--- src/rtl/tcu_pkg.sv ---
package tcu_pkg;
  // bit1 = slow phase, bit0 = inactive
  typedef enum logic [1:0] {
    CLS_FA = 2'b00,
    CLS_FI = 2'b01,
    CLS_SA = 2'b10,
    CLS_SI = 2'b11
  } cls_e;

  function automatic cls_e make_cls(input logic slow, input logic inact);
    return cls_e'({slow, inact});
  endfunction
endpackage

--- src/rtl/tcu_miss_tracker.sv ---
module tcu_miss_tracker #(
  parameter int MISS_W = 4
) (
  input  logic clk_i,
  input  logic rst_ni,
  input  logic det_i,
  input  logic svc_i,
  output logic slow_o
);
  localparam logic [MISS_W-1:0] CNT_MAX = '1;
  localparam logic [MISS_W-1:0] CNT_ONE = MISS_W'(1);

  logic [MISS_W-1:0] cnt_q, cnt_d;

  always_comb begin
    cnt_d = cnt_q;
    unique case ({det_i, svc_i})
      2'b10: if (cnt_q != CNT_MAX) cnt_d = cnt_q + CNT_ONE;
      2'b01: if (cnt_q != '0)      cnt_d = cnt_q - CNT_ONE;
      default: cnt_d = cnt_q;
    endcase
  end

  always_ff @(posedge clk_i or negedge rst_ni) begin
    if (!rst_ni) cnt_q <= '0;
    else         cnt_q <= cnt_d;
  end

  assign slow_o = (cnt_q != '0);


  no_underflow_chk: assert property (@(posedge clk_i) disable iff (!rst_ni)
    (svc_i && !det_i && !slow_o) |=> !slow_o);

  pair_hold_chk: assert property (@(posedge clk_i) disable iff (!rst_ni)
    (svc_i && det_i) |=> $stable(cnt_q));

  sat_hold_chk: assert property (@(posedge clk_i) disable iff (!rst_ni)
    (det_i && !svc_i && cnt_q == CNT_MAX) |=> cnt_q == CNT_MAX);

  det_slow_chk: assert property (@(posedge clk_i) disable iff (!rst_ni)
    (det_i && !svc_i) |=> slow_o);
endmodule

--- src/rtl/tcu_activity_tracker.sv ---
module tcu_activity_tracker #(
  parameter int ACT_RELOAD = 256
) (
  input  logic clk_i,
  input  logic rst_ni,
  input  logic alloc_i,
  output logic inact_o
);
  localparam int ACT_W = $clog2(ACT_RELOAD + 1);
  localparam logic [ACT_W-1:0] RELOAD_V = ACT_W'(ACT_RELOAD);
  localparam logic [ACT_W-1:0] ONE_V    = ACT_W'(1);

  logic [ACT_W-1:0] tmr_q;

  always_ff @(posedge clk_i or negedge rst_ni) begin
    if (!rst_ni)            tmr_q <= RELOAD_V;
    else if (alloc_i)       tmr_q <= RELOAD_V;
    else if (tmr_q != '0)   tmr_q <= tmr_q - ONE_V;
  end

  assign inact_o = (tmr_q == '0);


  reactivate_chk: assert property (@(posedge clk_i) disable iff (!rst_ni)
    alloc_i |=> !inact_o);

  idle_only_chk: assert property (@(posedge clk_i) disable iff (!rst_ni)
    $rose(inact_o) |-> $past(!alloc_i));
endmodule

--- src/rtl/tcu_group_counter.sv ---
module tcu_group_counter #(
  parameter int N_THR = 4,
  parameter int CNT_W = $clog2(N_THR + 1)
) (
  input  logic             clk_i,
  input  logic             rst_ni,
  input  logic [N_THR-1:0] run_i,
  input  logic [N_THR-1:0] slow_i,
  input  logic [N_THR-1:0] inact_i,
  output logic [CNT_W-1:0] fa_o,
  output logic [CNT_W-1:0] sa_o
);
  always_comb begin
    fa_o = '0;
    sa_o = '0;
    for (int t = 0; t < N_THR; t++) begin
      if (run_i[t] && !inact_i[t]) begin
        if (slow_i[t]) sa_o = sa_o + CNT_W'(1);
        else           fa_o = fa_o + CNT_W'(1);
      end
    end
  end


  grp_bound_chk: assert property (@(posedge clk_i) disable iff (!rst_ni)
    (int'(fa_o) + int'(sa_o)) <= $countones(run_i));
endmodule

--- src/rtl/thread_class_unit.sv ---
module thread_class_unit
  import tcu_pkg::*;
#(
  parameter int N_THR      = 4,
  parameter int N_RES      = 2,
  parameter int MISS_W     = 4,
  parameter int ACT_RELOAD = 256,
  localparam int CNT_W     = $clog2(N_THR + 1),
  localparam int N_FLD     = N_THR * N_RES
) (
  input  logic                   clk_i,
  input  logic                   rst_ni,
  input  logic [N_THR-1:0]       run_i,
  input  logic [N_THR-1:0]       miss_det_i,
  input  logic [N_THR-1:0]       miss_svc_i,
  input  logic [N_FLD-1:0]       alloc_i,
  output logic [N_THR-1:0]       slow_o,
  output logic [2*N_FLD-1:0]     class_o,
  output logic [CNT_W*N_RES-1:0] fa_cnt_o,
  output logic [CNT_W*N_RES-1:0] sa_cnt_o,
  output logic [CNT_W-1:0]       fast_run_o,
  output logic [CNT_W-1:0]       slow_run_o
);
  logic [N_THR-1:0] slow_w;
  logic [N_THR-1:0] inact_w [N_RES];

  for (genvar t = 0; t < N_THR; t++) begin : g_thr
    tcu_miss_tracker #(.MISS_W(MISS_W)) u_miss (
      .clk_i (clk_i),
      .rst_ni(rst_ni),
      .det_i (miss_det_i[t]),
      .svc_i (miss_svc_i[t]),
      .slow_o(slow_w[t])
    );
    for (genvar r = 0; r < N_RES; r++) begin : g_res
      tcu_activity_tracker #(.ACT_RELOAD(ACT_RELOAD)) u_act (
        .clk_i  (clk_i),
        .rst_ni (rst_ni),
        .alloc_i(alloc_i[t*N_RES+r]),
        .inact_o(inact_w[r][t])
      );
      assign class_o[2*(t*N_RES+r) +: 2] = make_cls(slow_w[t], inact_w[r][t]);
    end
  end

  for (genvar r = 0; r < N_RES; r++) begin : g_grp
    tcu_group_counter #(.N_THR(N_THR), .CNT_W(CNT_W)) u_grp (
      .clk_i  (clk_i),
      .rst_ni (rst_ni),
      .run_i  (run_i),
      .slow_i (slow_w),
      .inact_i(inact_w[r]),
      .fa_o   (fa_cnt_o[CNT_W*r +: CNT_W]),
      .sa_o   (sa_cnt_o[CNT_W*r +: CNT_W])
    );
  end

  // untracked resources: every running thread is active
  tcu_group_counter #(.N_THR(N_THR), .CNT_W(CNT_W)) u_grp_all (
    .clk_i  (clk_i),
    .rst_ni (rst_ni),
    .run_i  (run_i),
    .slow_i (slow_w),
    .inact_i('0),
    .fa_o   (fast_run_o),
    .sa_o   (slow_run_o)
  );

  assign slow_o = slow_w;


  phase_hold_chk: assert property (@(posedge clk_i) disable iff (!rst_ni)
    (miss_det_i == '0 && miss_svc_i == '0) |=> $stable(slow_o));

  run_sum_chk: assert property (@(posedge clk_i) disable iff (!rst_ni)
    (int'(fast_run_o) + int'(slow_run_o)) == $countones(run_i));
endmodule

--- config.mk ---
export PLATFORM = sky130hd
export DESIGN_NAME = thread_class_unit
export DESIGN_NICKNAME = d
export VERILOG_FILES = /design/src/rtl/tcu_pkg.sv /design/src/rtl/tcu_miss_tracker.sv /design/src/rtl/tcu_activity_tracker.sv /design/src/rtl/tcu_group_counter.sv /design/src/rtl/thread_class_unit.sv
export SDC_FILE = /design/constraint.sdc
export NUM_CORES = 1
export LEC_CHECK = 0
export ABC_AREA = 1
export BUFFER_PORTS_ARGS = -buffer_cell sky130_fd_sc_hd__buf_2
export CELL_PAD_IN_SITES_DETAIL_PLACEMENT = 1
export CELL_PAD_IN_SITES_GLOBAL_PLACEMENT = 1
export CORE_AREA = 8 8 130 132
export CTS_BUF_LIST = sky130_fd_sc_hd__clkbuf_8
export CTS_CLUSTER_DIAMETER = 150
export DETAILED_ROUTE_END_ITERATION = 12
export DIE_AREA = 0 0 138 140
export PLACE_DENSITY = 0.77
export SYNTH_ARGS = -nofsm -noshare
export SYNTH_HDL_FRONTEND = slang
export SYNTH_SLANG_ARGS = --single-unit
--- constraint.sdc ---
create_clock -name clk_i -period 9.1 [get_ports clk_i]
set_input_delay 1.82 -clock clk_i [delete_from_list [all_inputs] [get_ports clk_i]]
set_output_delay 1.82 -clock clk_i [all_outputs]
set_load 0.01 [all_outputs]
==> metrics <==
Core ar.=14900 um2; crit path time final=5890 ps; cts hold-fix bufs=0; slew margin rel.=0.592; Seq/Total Area, Yosys=0.341; VDD IR-drop max=109 uV; setup bufs post-CTS=0; number of synthesized flops with an enable pin=0; Worst Path Arrival=4070 ps; RR Endpoint=g_thr[1].g_res[0].u_act.tmr_q[7]$_DFFE_PN0P_; Die ar.=19300 um2; largest net degree at the start of global routing=48; number of global-route vias before repair=5713; Final Max Slew Viols=0; Worst-Skew Late Latency=370 ps; post-CTS sizing=0; # port buffers=59; Layout area overhead=8.47%; Antenna Nets Post-Route=0; maximum clock path buffer count=2; status=finished, final reports clean; Post-Syn Area=6490 um2; clock root cell=clkbuf_8; power per cell area=291 nW/um2; share of layout cells above drive strength 1=0.168; synth unique cells=40; DR WL/cell=13.4 um; most used flip-flop cell after synthesis=dfrtp_1; worst slew pin tran=613 ps; hold depth=1; Setup Skew=4.64 ps; cell row count=45; Pre-Repair DR Iteration Count=4; leading cell type in the layout, fill and taps excluded=inv_1; Mapped Nets=941; launch point of the worst reg-to-reg path=g_thr[1].g_res[0].u_act.tmr_q[0]$_DFFE_PN0P_; HPWL Detailed=12000 um; I/O Pins=60; CTS tree=done; Worst Path Required=7280 ps; starting density of the core=0.436; Worst Hold Path EP=g_thr[1].g_res[0].u_act.tmr_q[4]$_DFFE_PN0P_; Synth Instances=869; Final GP Congestion=0.772; Global Route Usage Sum=0.163; Die X=138 um; Sequential cell area=2210 um2; Reg2Reg Setup Slack=7390 ps; Power Total=2.05 mW; commonest cells after routing, fill and taps aside=inv_1, nand2_1, nor2_1; number of vias per cell=4.91; endpoints failing hold=0; hold crit path type=reg2reg; CP Class=in2out; multi-input logic area=3440 um2; Total Neg Setup Slack=0 ps; via count=5459; drt drc=0; Final nets=989; Worst-path clk slew=80 ps; worst hold slack=483 ps; hold path start=g_thr[1].g_res[0].u_act.tmr_q[4]$_DFFE_PN0P_; TritonCTS Sinks=88; CTS Buf Count=9; RSZ-0062 raised after global routing=false; # fillers=1938; initial antenna violation count=0; FMAX=0.170 GHz; Leak=3.97 nW; DR iter-0 viols=144; Die Height=140 um; Syn Area/Cell=7.46 um2; grt total ovfl=0; worst reg2reg path depth=11; Syn. warnings=0; CTS H-Tree Depth=3; Setup crit start kind=primary input; final worst-path cycle share=0.647; FF+latch count, synth=88; first-pass GRT wire length=26500 um; final wirelength=14900 um; crit path max fanout=4; max-cap check violation count=0; Crit. End Element=output port; asr flop ratio synth=1.00; Finish-stage setup viols=0
## critical path, cell delays in order
cell and delay [ps]:
buf_2 120, nand3_2 110, clkinv_2 80, ha_1 270, o21ai_1 200, inv_2 60
ha_1 260, or2_2 280, o21ai_0 100, inv_1 70, ha_1 190, nand2_1 70
xor2_1 240, buf_2 180
## where the power goes
| group | switching [mW] | total (mW) | internal [mW] |
|---|---|---|---|
| logic | 0.695 | 1.11 | 0.414 |
| registers | 0.128 | 0.677 | 0.549 |
| clock network | 0.141 | 0.263 | 0.123 |
| total | 0.963 | 2.05 | 1.08 |
## flip-flops by register name, indices dropped and copies added, names as in the netlist
| signal | cells |
|---|---|
| g_thr.u_miss.cnt_q | 16 |
| g_thr.g_res.u_act.tmr_q | 72 |
## layout make-up
class                   count  share of cell area
well taps                 188              0.0334
repair buffers             60              0.0434
multi-input cells         583               0.489
clock buffers               9              0.0176
flip-flops and latches     88               0.314
diodes                      1            0.000356
inverters                 175              0.0937
clock inverters             7             0.00800
## metal layers
metal,wire length (um),GRT usage,vias up,share of wire
met4,141,0.0395,0,0.0095
met3,423,0.0368,9,0.028
met2,7350,0.284,46,0.49
met5,0,0,-,0
li1,-,-,2806,-
met1,6990,0.199,2598,0.47
## per-stage QoR
stage               area [um2]  utilization  cells  setup slack [ps]
floorplan                 6490            -    869              3660
global placement          6850        0.461   1094              3270
detailed placement        6850        0.461   1094              3200
CTS                       7030        0.473   1110              3190
global route              7030        0.473   1110              3000
finish                    7040        0.473   1111              3210
## Yosys cell counts, types with 2 or more instances
library cell,n,share of area
xnor2_1,11,0.015
nand2_4,8,0.014
nor3_1,17,0.013
xor2_1,30,0.041
fa_1,4,0.012
a21oi_1,27,0.021
nand2_1,153,0.089
nor2_2,16,0.015
nand2_2,17,0.016
dfstp_2,8,0.032
clkinv_2,2,0.0015
nor2_1,84,0.049
dfrtp_1,80,0.31
o211ai_1,3,0.0035
ha_1,46,0.089
nand3_2,6,0.0093
nor2_4,4,0.0069
nand4_1,11,0.011
inv_1,162,0.094
o21bai_1,2,0.0023
o31ai_1,2,0.0023
nor4_1,3,0.0029
o21ai_2,3,0.0041
nor3_2,2,0.0031
o21ai_1,13,0.010
nand3_1,64,0.049
buf_4,21,0.024
inv_2,11,0.0064
a211oi_1,6,0.0069
o21ai_0,43,0.033
## cells by family (layout without fill, tap and decap cells)
family	Yosys count	after routing	synth area share
simple gates	389	389	0.284
buf+inv	198	251	0.128
compound gates	103	103	0.0903
flops	88	88	0.341
fa+ha+maj	50	50	0.101
xor+xnor	41	41	0.0554
other cells	0	1	0
## worst max-delay path by stage
stage	from	end	slack, ps
4_1_cts	run_i[0]	fast_run_o[2]	3190
2_1_floorplan	run_i[0]	fast_run_o[2]	3660
6_report	run_i[0]	fast_run_o[2]	3210
3_3_place_gp	run_i[0]	fast_run_o[1]	3270
5_1_grt	run_i[0]	fa_cnt_o[5]	3000
3_5_place_dp	run_i[0]	fast_run_o[2]	3200
Note: power is estimated with default switching activity, not from simulation.
